===== src/rtl/i2c_rp_pkg.sv =====
package i2c_rp_pkg;
  localparam int DATA_W = 8;
  localparam int REG_AW = 7;
  localparam logic [5:0] DEV_ADDR_HI = 6'b110100;

  typedef enum logic [2:0] {
    ST_IDLE,
    ST_ADDR,
    ST_SUB,
    ST_WDATA,
    ST_RDATA
  } phase_t;

  // Device address with the strapped least significant bit.
  function automatic logic [REG_AW-1:0] dev_addr(input logic strap);
    return {DEV_ADDR_HI, strap};
  endfunction

  // Register pointer after a data byte; wraps inside the register space.
  function automatic logic [REG_AW-1:0] ptr_next(input logic [REG_AW-1:0] p,
                                                 input logic inc);
    return p + {{(REG_AW-1){1'b0}}, inc};
  endfunction
endpackage


===== src/rtl/i2c_rp_filt.sv =====
module i2c_rp_filt #(
  parameter int SYNC_STAGES = 2,
  parameter int FILT_LEN    = 3
) (
  input  logic clk,
  input  logic rst_n,
  input  logic pin_i,
  output logic lvl_o
);
  logic [SYNC_STAGES-1:0] sync_q;
  logic [FILT_LEN-1:0]    win_q;
  logic                   lvl_q;

  always_ff @(posedge clk or negedge rst_n) begin
    if (!rst_n) begin
      sync_q <= '1;
      win_q  <= '1;
      lvl_q  <= 1'b1;
    end else begin
      sync_q <= {sync_q[SYNC_STAGES-2:0], pin_i};
      win_q  <= {win_q[FILT_LEN-2:0], sync_q[SYNC_STAGES-1]};
      if (&win_q)       lvl_q <= 1'b1;
      else if (~|win_q) lvl_q <= 1'b0;
    end
  end

  assign lvl_o = lvl_q;
endmodule


===== src/rtl/i2c_rp_cond.sv =====
module i2c_rp_cond (
  input  logic clk,
  input  logic rst_n,
  input  logic scl_f,
  input  logic sda_f,
  output logic scl_rise,
  output logic scl_fall,
  output logic start_ev,
  output logic stop_ev
);
  logic scl_q, sda_q;

  always_ff @(posedge clk or negedge rst_n) begin
    if (!rst_n) begin
      scl_q <= 1'b1;
      sda_q <= 1'b1;
    end else begin
      scl_q <= scl_f;
      sda_q <= sda_f;
    end
  end

  assign scl_rise = scl_f & ~scl_q;
  assign scl_fall = ~scl_f & scl_q;
  assign start_ev = scl_f & scl_q & sda_q & ~sda_f;
  assign stop_ev  = scl_f & scl_q & ~sda_q & sda_f;
endmodule


===== src/rtl/i2c_regport_slave.sv =====
module i2c_regport_slave
  import i2c_rp_pkg::*;
#(
  parameter int SYNC_STAGES = 2,
  parameter int FILT_LEN    = 3
) (
  input  logic              clk,
  input  logic              rst_n,
  input  logic              scl_i,
  input  logic              sda_i,
  input  logic              addr_strap,
  output logic              sda_oe,
  output logic              reg_wr,
  output logic              reg_rd,
  output logic [REG_AW-1:0] reg_addr,
  output logic [DATA_W-1:0] reg_wdata,
  input  logic [DATA_W-1:0] reg_rdata
);
  localparam int CNT_W = $clog2(DATA_W + 1);
  localparam logic [CNT_W-1:0] BIT_LAST = CNT_W'(DATA_W - 1);
  localparam logic [CNT_W-1:0] BIT_ACK  = CNT_W'(DATA_W);

  // Line conditioning: index 1 = SCL, index 0 = SDA.
  logic [1:0] pin_raw, pin_flt;
  assign pin_raw = {scl_i, sda_i};
  for (genvar g = 0; g < 2; g++) begin : g_line
    i2c_rp_filt #(.SYNC_STAGES(SYNC_STAGES), .FILT_LEN(FILT_LEN)) u_filt (
      .clk  (clk),
      .rst_n(rst_n),
      .pin_i(pin_raw[g]),
      .lvl_o(pin_flt[g])
    );
  end

  logic scl_f, sda_f;
  assign scl_f = pin_flt[1];
  assign sda_f = pin_flt[0];

  logic scl_rise, scl_fall, start_ev, stop_ev;
  i2c_rp_cond u_cond (
    .clk     (clk),
    .rst_n   (rst_n),
    .scl_f   (scl_f),
    .sda_f   (sda_f),
    .scl_rise(scl_rise),
    .scl_fall(scl_fall),
    .start_ev(start_ev),
    .stop_ev (stop_ev)
  );

  phase_t            st;
  logic [CNT_W-1:0]  bitcnt;
  logic              got_rise;
  logic [DATA_W-1:0] rx_sr, tx_sr;
  logic              ack_drv, rw_q, inc_q, rd_cap;
  logic [REG_AW-1:0] ptr_q;

  // Named internal events.
  logic rx_phase, bit_fall, byte_done, ack_rise;
  logic addr_hit, addr_done, wr_fire, rd_req, mst_nack;

  assign rx_phase  = (st == ST_ADDR) || (st == ST_SUB) || (st == ST_WDATA);
  assign bit_fall  = scl_fall && got_rise && (st != ST_IDLE);
  assign byte_done = bit_fall && rx_phase && (bitcnt == BIT_LAST);
  assign ack_rise  = scl_rise && (bitcnt == BIT_ACK);
  assign addr_hit  = (rx_sr[DATA_W-1:1] == dev_addr(addr_strap));
  assign addr_done = byte_done && (st == ST_ADDR);
  assign wr_fire   = byte_done && (st == ST_WDATA);
  assign rd_req    = ack_rise && (((st == ST_ADDR) && ack_drv && rw_q) ||
                                  ((st == ST_RDATA) && !sda_f));
  assign mst_nack  = ack_rise && (st == ST_RDATA) && sda_f;

  always_ff @(posedge clk or negedge rst_n) begin
    if (!rst_n) begin
      st       <= ST_IDLE;
      bitcnt   <= '0;
      got_rise <= 1'b0;
      rx_sr    <= '0;
      tx_sr    <= '1;
      ack_drv  <= 1'b0;
      rw_q     <= 1'b0;
      inc_q    <= 1'b0;
      ptr_q    <= '0;
      rd_cap   <= 1'b0;
    end else begin
      rd_cap <= rd_req;
      if (start_ev) begin
        st       <= ST_ADDR;
        bitcnt   <= '0;
        got_rise <= 1'b0;
        ack_drv  <= 1'b0;
      end else if (stop_ev) begin
        st       <= ST_IDLE;
        bitcnt   <= '0;
        got_rise <= 1'b0;
        ack_drv  <= 1'b0;
      end else begin
        if (scl_rise) begin
          got_rise <= 1'b1;
          if (rx_phase && bitcnt < BIT_ACK) rx_sr <= {rx_sr[DATA_W-2:0], sda_f};
          if (mst_nack) st <= ST_IDLE;
        end
        if (bit_fall) begin
          got_rise <= 1'b0;
          bitcnt   <= (bitcnt == BIT_ACK) ? '0 : bitcnt + 1'b1;
          if (st == ST_RDATA && bitcnt < BIT_LAST) tx_sr <= {tx_sr[DATA_W-2:0], 1'b1};
          if (byte_done) begin
            case (st)
              ST_ADDR: begin
                if (addr_hit) begin
                  ack_drv <= 1'b1;
                  rw_q    <= rx_sr[0];
                end else begin
                  st <= ST_IDLE;
                end
              end
              ST_SUB: begin
                ack_drv <= 1'b1;
                ptr_q   <= rx_sr[REG_AW-1:0];
                inc_q   <= rx_sr[DATA_W-1];
              end
              default: ack_drv <= 1'b1;
            endcase
          end
          if (bitcnt == BIT_ACK) begin
            ack_drv <= 1'b0;
            case (st)
              ST_ADDR: st <= rw_q ? ST_RDATA : ST_SUB;
              ST_SUB:  st <= ST_WDATA;
              default: st <= st;
            endcase
          end
        end
        if (wr_fire) ptr_q <= ptr_next(ptr_q, inc_q);
        if (rd_cap) begin
          tx_sr <= reg_rdata;
          ptr_q <= ptr_next(ptr_q, inc_q);
        end
      end
    end
  end

  assign sda_oe    = ack_drv || ((st == ST_RDATA) && (bitcnt < BIT_ACK) && !tx_sr[DATA_W-1]);
  assign reg_wr    = wr_fire;
  assign reg_rd    = rd_req;
  assign reg_addr  = ptr_q;
  assign reg_wdata = rx_sr;
endmodule


===== config.mk =====
export PLATFORM = sky130hd
export DESIGN_NAME = i2c_regport_slave
export DESIGN_NICKNAME = d
export VERILOG_FILES = /design/src/rtl/i2c_rp_pkg.sv /design/src/rtl/i2c_rp_filt.sv /design/src/rtl/i2c_rp_cond.sv /design/src/rtl/i2c_regport_slave.sv
export SDC_FILE = /design/constraint.sdc
export NUM_CORES = 1
export LEC_CHECK = 0
export ABC_AREA = 1
export BUFFER_PORTS_ARGS = -buffer_cell sky130_fd_sc_hd__buf_2
export CAP_MARGIN = 20
export CORE_UTILIZATION = 45
export CTS_BUF_LIST = sky130_fd_sc_hd__clkbuf_8
export CTS_CLUSTER_SIZE = 16
export DETAILED_ROUTE_END_ITERATION = 6
export PLACE_DENSITY = 0.75
export REMOVE_ABC_BUFFERS = 1
export SETUP_SLACK_MARGIN = 0.05
export SYNTH_ARGS = -nofsm -noshare
export SYNTH_HDL_FRONTEND = slang
export SYNTH_SLANG_ARGS = --single-unit

===== constraint.sdc =====
create_clock -name clk -period 1.4 [get_ports clk]
set_input_delay 0 -clock clk [delete_from_list [all_inputs] [get_ports clk]]
set_output_delay 0 -clock clk [all_outputs]
set_load 0.02 [all_outputs]

Word level (Yosys, flattened, before mapping)
Index checks and enable logic that the tools add are counted.

Input bits: 13. Flip-flop bits (word level): 49. Output and inout bits: 18.

Reduce and logical (&&, ||, !) cells: 41. Magnitude comparators: 2. Mux-type cells: 38. Bitwise logic cells: 13. Equality and inequality tests: 11. Add/sub/neg operators: 2.

Operators with widths (number): 2-to-1 mux 7 bit (5); 2-to-1 mux 3 bit (10); 2-to-1 mux 8 bit (3); logical AND 1 bit (16); 2-to-1 mux 4 bit (4); 2-to-1 mux 1 bit (15); nonzero test 3 bit (5); AND reduction 5 bit (2); AND reduction 3 bit (3); AND reduction 4 bit (2); nonzero test 4 bit (2); adder 7 x 1 -> 7 bit (1); bitwise AND 1 bit (7); == test 7 bit (1); == test 3 x 2 -> 1 bit, second input constant (2); inequality test 6 bit, second input constant (1); inverter 1 bit (6); case mux 3 bit (2 select lines) (1); AND reduction 6 bit (1); OR reduction 3 bit (2); inequality test 5 x 4 -> 1 bit, second input constant (1); adder 4 x 1 -> 4 bit, second input constant (1); == test 4 x 3 -> 1 bit, second input constant (1); == test 4 bit, second input constant (1); 8 further kinds (14).

Depth between registers and ports, before layout
Depth in word-level cells: 14. Gate-level depth with buffers: 11.

Modules after synthesis
Synthesis repeated with hierarchy kept, for this count alone.

Cells, all modules: 301. Area total of the unflattened synthesis: 2536.2 um^2.

By module, submodules not included: i2c_regport_slave (cells each 260, times used 1, seq. area each 885.8 um^2, area an instance 2064.5 um^2); i2c_rp_filt (cells each 14, times used 2, seq. area each 157.7 um^2, area an instance 188.9 um^2); i2c_rp_cond (cells each 13, times used 1, seq. area each 52.6 um^2, area an instance 93.8 um^2).

Worst setup path before layout
OpenSTA, ideal clock, no wires.

Path type: reg-to-reg. Start point: register st[2]. End point: register rd_cap. Setup time: 0.188 ns. Arrival time: 1.399 ns. Stages on the path, launching flop included: 4. Setup slack: -0.187 ns. Cell sequence: dfrtp_1 nor3_2 nand3_1 a21boi_0.

Word-level cells in the longest chain between the ends: 5.

RTL lines: start, declared (RTL line i2c_regport_slave.sv:51) `phase_t st;`; start signal, assigned (RTL line i2c_regport_slave.sv:128) `ST_ADDR: st <= rw_q ? ST_RDATA : ST_SUB;`; start signal, assigned (RTL line i2c_regport_slave.sv:130) `default: st <= st;`; == test 3 x 1 -> 1 bit (RTL line i2c_regport_slave.sv:69) `assign rd_req = ack_rise && (((st == ST_ADDR) && ack_drv && rw_q) ||`; logical AND 1 bit (2 in series) (RTL line i2c_regport_slave.sv:69); logical OR 1 bit (*) (RTL line i2c_regport_slave.sv:69); logical AND 1 bit (*) (RTL line i2c_regport_slave.sv:69); named net reg_rd (RTL line i2c_regport_slave.sv:14) `output logic reg_rd,`; end signal, assigned (RTL line i2c_regport_slave.sv:86) `rd_cap <= rd_req;`; end, declared (RTL line i2c_regport_slave.sv:55) `logic ack_drv, rw_q, inc_q, rd_cap;`.

Mark *: on every way through the listed nets, which the timed path passes. The rest lies on a longest branch. A chain may end at the register's enable or synchronous reset.

Worst setup path after layout
Start point: register st[1]. End point: register ptr_q[3] (netlist: reg_addr[3]).

Word-level cells in the longest chain between the ends: 8.

RTL lines: == test 3 x 1 -> 1 bit or == test 3 x 2 -> 1 bit (tied branches) (RTL line i2c_regport_slave.sv:62, i2c_regport_slave.sv:108); logical OR 1 bit (2 in series) (RTL line i2c_regport_slave.sv:62) `assign rx_phase = (st == ST_ADDR) || (st == ST_SUB) || (st == ST_WDATA);`; logical AND 1 bit (2 in series) (RTL line i2c_regport_slave.sv:64) `assign byte_done = bit_fall && rx_phase && (bitcnt == BIT_LAST);`; logical AND 1 bit (RTL line i2c_regport_slave.sv:68) `assign wr_fire = byte_done && (st == ST_WDATA);`; nonzero test 3 bit (no source line) or 2-to-1 mux 7 bit (tied branches); AND reduction 5 bit (no source line) or 2-to-1 mux 7 bit (tied branches); end signal, assigned (RTL line i2c_regport_slave.sv:119) `ptr_q <= rx_sr[REG_AW-1:0];`; end signal, assigned (RTL line i2c_regport_slave.sv:134) `if (wr_fire) ptr_q <= ptr_next(ptr_q, inc_q);`; end signal, assigned (RTL line i2c_regport_slave.sv:137) `ptr_q <= ptr_next(ptr_q, inc_q);`; end, declared (RTL line i2c_regport_slave.sv:56) `logic [REG_AW-1:0] ptr_q;`.

Parallel ways exist; a longest one is shown, timed or not.

==> results.toml <==
[timing]
fin_setup_tns_ns = -3.40
finalClockSkew_ns = 0.0110
max_slew_margin = 0.800
hold_viol_final = 0
fin_ws_ns = -0.194
min_period_ns = 1.59
timing.final.crit_share = 1.14
hold-worst-slack_ns = 0.00561
worst_pin_slew_ns = 0.300
rsz0062_at_grt = "yes"
fmax_mhz = 627
drv_slew = 0
setup_viol = 26

[synth]
syn_area_per_cell_um2 = 8.87
synth_cell_types = 30
synth_seq_cells = 49
yosys_warnings = 0
synth_area_um2 = 2480
synth_seq_area_share = 0.505
syn-instance-count = 280

[global_routing]
grt_max_degree = 50
grt_pass1_vias = 2056
grt_first_pass_wirelength_um = 9430
global_route.peak_usage_layer = "met2"
overflow = 0
groute.usage.overall = 0.202
met2_usage = 0.327
gr-usage-met1 = 0.273
antenna_found_initial = 0
grt_use_met3 = 0.0335

[clocking]
cts_tree = "done"
cts.clk_slew.worst_paths_ns = 0.09
h-tree-depth = 2
clkSinkCount = 49
cts_inserted_buffers = 5
clk_latency_ns = 0.31
root_buffer = "clkbuf_8"
clockBufferDepth = 2

[floorplan]
die-area_um2 = 5820
start_util = 0.477
die_height_um = 76.3
die_w_um = 76.3
io_pins = 31
num_rows = 26
coreArea_um2 = 5200

[layout]
multiInputGateArea_um2 = 1360
final_cell_mix = "nand2_1, buf_2, dfrtp_1, buf_4"
final_common_cell = "nand2_1"
nets = 368
layout-drive-gt1-share = 0.491
layout.area.seq_um2 = 1260
area_growth_pct = 38.6
final_core_util = 0.661
antenna_cells = 0
final_cell_area_um2 = 3440
fillers = 412

[setup_path]
crit_family = "simple AND/OR/NAND/NOR gates"
path_common_cell = "nand2_8"
cp_slowest_cell = "dfrtp_1"
criticalPathCategory = "reg -> reg"
reg2reg_slack_ns = -0.19
cp.arrival_ns = 1.85
crit_chain = "buf_4 -> nand2_1 -> nor2_2 -> nand4_4 -> buf_6 -> nand2_8 -> nand2_8 -> nand2_8 -> nand2_2 -> nand2_1"
cp.required_ns = 1.66
critPathBufInv = 2
crit_fanout = 8
cp.depth = 10
rr_worst_depth = 10
end_kind = "flop"
critPathLaunchType = "flop"
cp_slowest_stage_delay_ns = 0.41

[placement]
buffer_ports.inserted = 30
placed_cell_area_um2 = 2890
place_congestion = 0.855
hpwlAfterDp_um = 3690
pre_cts_slack_ns = -0.149

[power]
p_comb_frac = 0.329
swShare = 0.353
clkPwrFrac = 0.259
p_leak_nw = 1.72
power_density_nw_per_um2 = 1330
sequentialPowerShare = 0.412
ir_drop_uv = 771
intPower_mw = 2.97
p_switching_mw = 1.62

[drt]
vias = 2149
drc = 0
wire_per_inst_um = 14.3
ant_nets = 0
wl_um = 6020
first_pass_iters = 4
vias_per_cell = 5.09
drtIter0Drc = 139

[hold_path]
hp-class = "in -> reg"
min_delay_path_depth = 3

[outcome]
violations = "negative setup slack"
status = "finished, violations left"

[flow_run]
maxCapViolCount = 0
power by group through the flow:
stage,combinational [mW],clock [mW],sequential (mW)
floorplan,0.613,0,1.97
detailed placement,1.16,0,1.87
finish,1.51,1.19,1.89
global route,1.65,1.26,1.92
CTS,1.33,1.21,1.88
global placement,1.14,0,1.87
area by class of cell:
class,count,share of cell area
multi-input cells,201,0.394
clock buffers,5,0.0200
flip-flops and latches,49,0.365
repair buffers,67,0.147
inverters,27,0.0294
well taps,70,0.0254
clock inverters,3,0.0189
cell usage after synthesis:
| library cell | number | area [um^2] |
|---|---|---|
| dfstp_2 | 22 | 578 |
| inv_1 | 24 | 90.1 |
| o21ai_2 | 8 | 70.1 |
| nand4_4 | 1 | 21.3 |
| nand3_2 | 1 | 10.0 |
| nand3b_1 | 4 | 30.0 |
| ha_1 | 4 | 50.1 |
| nand2_2 | 3 | 18.8 |
| a21boi_0 | 1 | 7.51 |
| o21ai_0 | 6 | 30.0 |
| o21ai_1 | 5 | 25.0 |
| nor3_1 | 3 | 15.0 |
| nand3_1 | 28 | 140 |
| dfrtp_1 | 27 | 676 |
| o31ai_1 | 1 | 7.51 |
| nand2_1 | 83 | 312 |
| buf_2 | 2 | 10.0 |
| nor2_4 | 3 | 33.8 |
| buf_4 | 1 | 7.51 |
| mux2i_1 | 7 | 70.1 |
| nand4_2 | 1 | 12.5 |
| nand4_1 | 1 | 6.26 |
| nor2_2 | 3 | 18.8 |
| inv_2 | 3 | 11.3 |
| buf_6 | 1 | 11.3 |
| nand2_4 | 5 | 56.3 |
| nor3_2 | 3 | 30.0 |
| a21oi_1 | 9 | 45.0 |
| xor2_1 | 3 | 26.3 |
| nor2_1 | 17 | 63.8 |
cell families (layout without fill, tap and decap cells):
logic type | count (synthesis) | in the layout | share of synthesized area
buffers and inverters | 31 | 102 | 0.0524
AO/OA/AOI/OAI | 30 | 30 | 0.0746
AND/OR/NAND/NOR | 156 | 157 | 0.309
XOR/XNOR | 3 | 3 | 0.0106
multiplexers | 7 | 7 | 0.0282
flip-flops | 49 | 49 | 0.505
adder cells (fa/ha/maj) | 4 | 4 | 0.0202
sequential cells by signal, indices dropped and copies added (netlist names):
signal / cells
ack_drv: 1
rd_cap: 1
reg_addr: 7
inc_q: 1
got_rise: 1
g_line.u_filt.lvl_o: 2
rw_q: 1
reg_wdata: 8
u_cond.sda_q: 1
tx_sr: 8
g_line.u_filt.sync_q: 4
g_line.u_filt.win_q: 6
st: 3
u_cond.scl_q: 1
bitcnt: 4
path summary, 6_finish.rpt:
path	from	endpoint
setup reg to reg	st[1]	reg_addr[3]
setup / recovery	st[1]	reg_addr[3]
min in group asynchronous	rst_n	bitcnt[3]
hold / removal	reg_rdata[3]	tx_sr[3]
max in group asynchronous	rst_n	tx_sr[3]
hold reg to reg	g_line[0].u_filt.sync_q[1]	g_line[0].u_filt.win_q[0]
stage by stage:
stage	total power, mW	cells
floorplan	2.58	276
global placement	3.01	399
detailed placement	3.03	399
CTS	4.42	418
global route	4.82	422
finish	4.59	422
worst reg2reg max path, stage by stage (launching register included):
cell     delay (ns)
dfrtp_1        0.41
buf_4          0.18
nand2_1        0.09
nor2_2         0.17
nand4_4        0.15
buf_6          0.16
nand2_8        0.09
nand2_8        0.09
nand2_8        0.11
nand2_2        0.06
nand2_1        0.05
timing repair:
item                       CTS  global route
pin swaps                   11            13
gates cloned                 1             0
resized for setup           49            33
hold endpoints to repair    54             0
setup endpoints to repair   29            36
setup buffers                4             4
hold buffers                 6             0
layer usage:
layer  vias to the layer above  wire length, um
li1                       1048                -
met1                      1005             2660
met2                        80             2930
met3                        16              282
met4                         0              155
met5                         -                0
No activity file was read; power rests on OpenSTA's default activity.
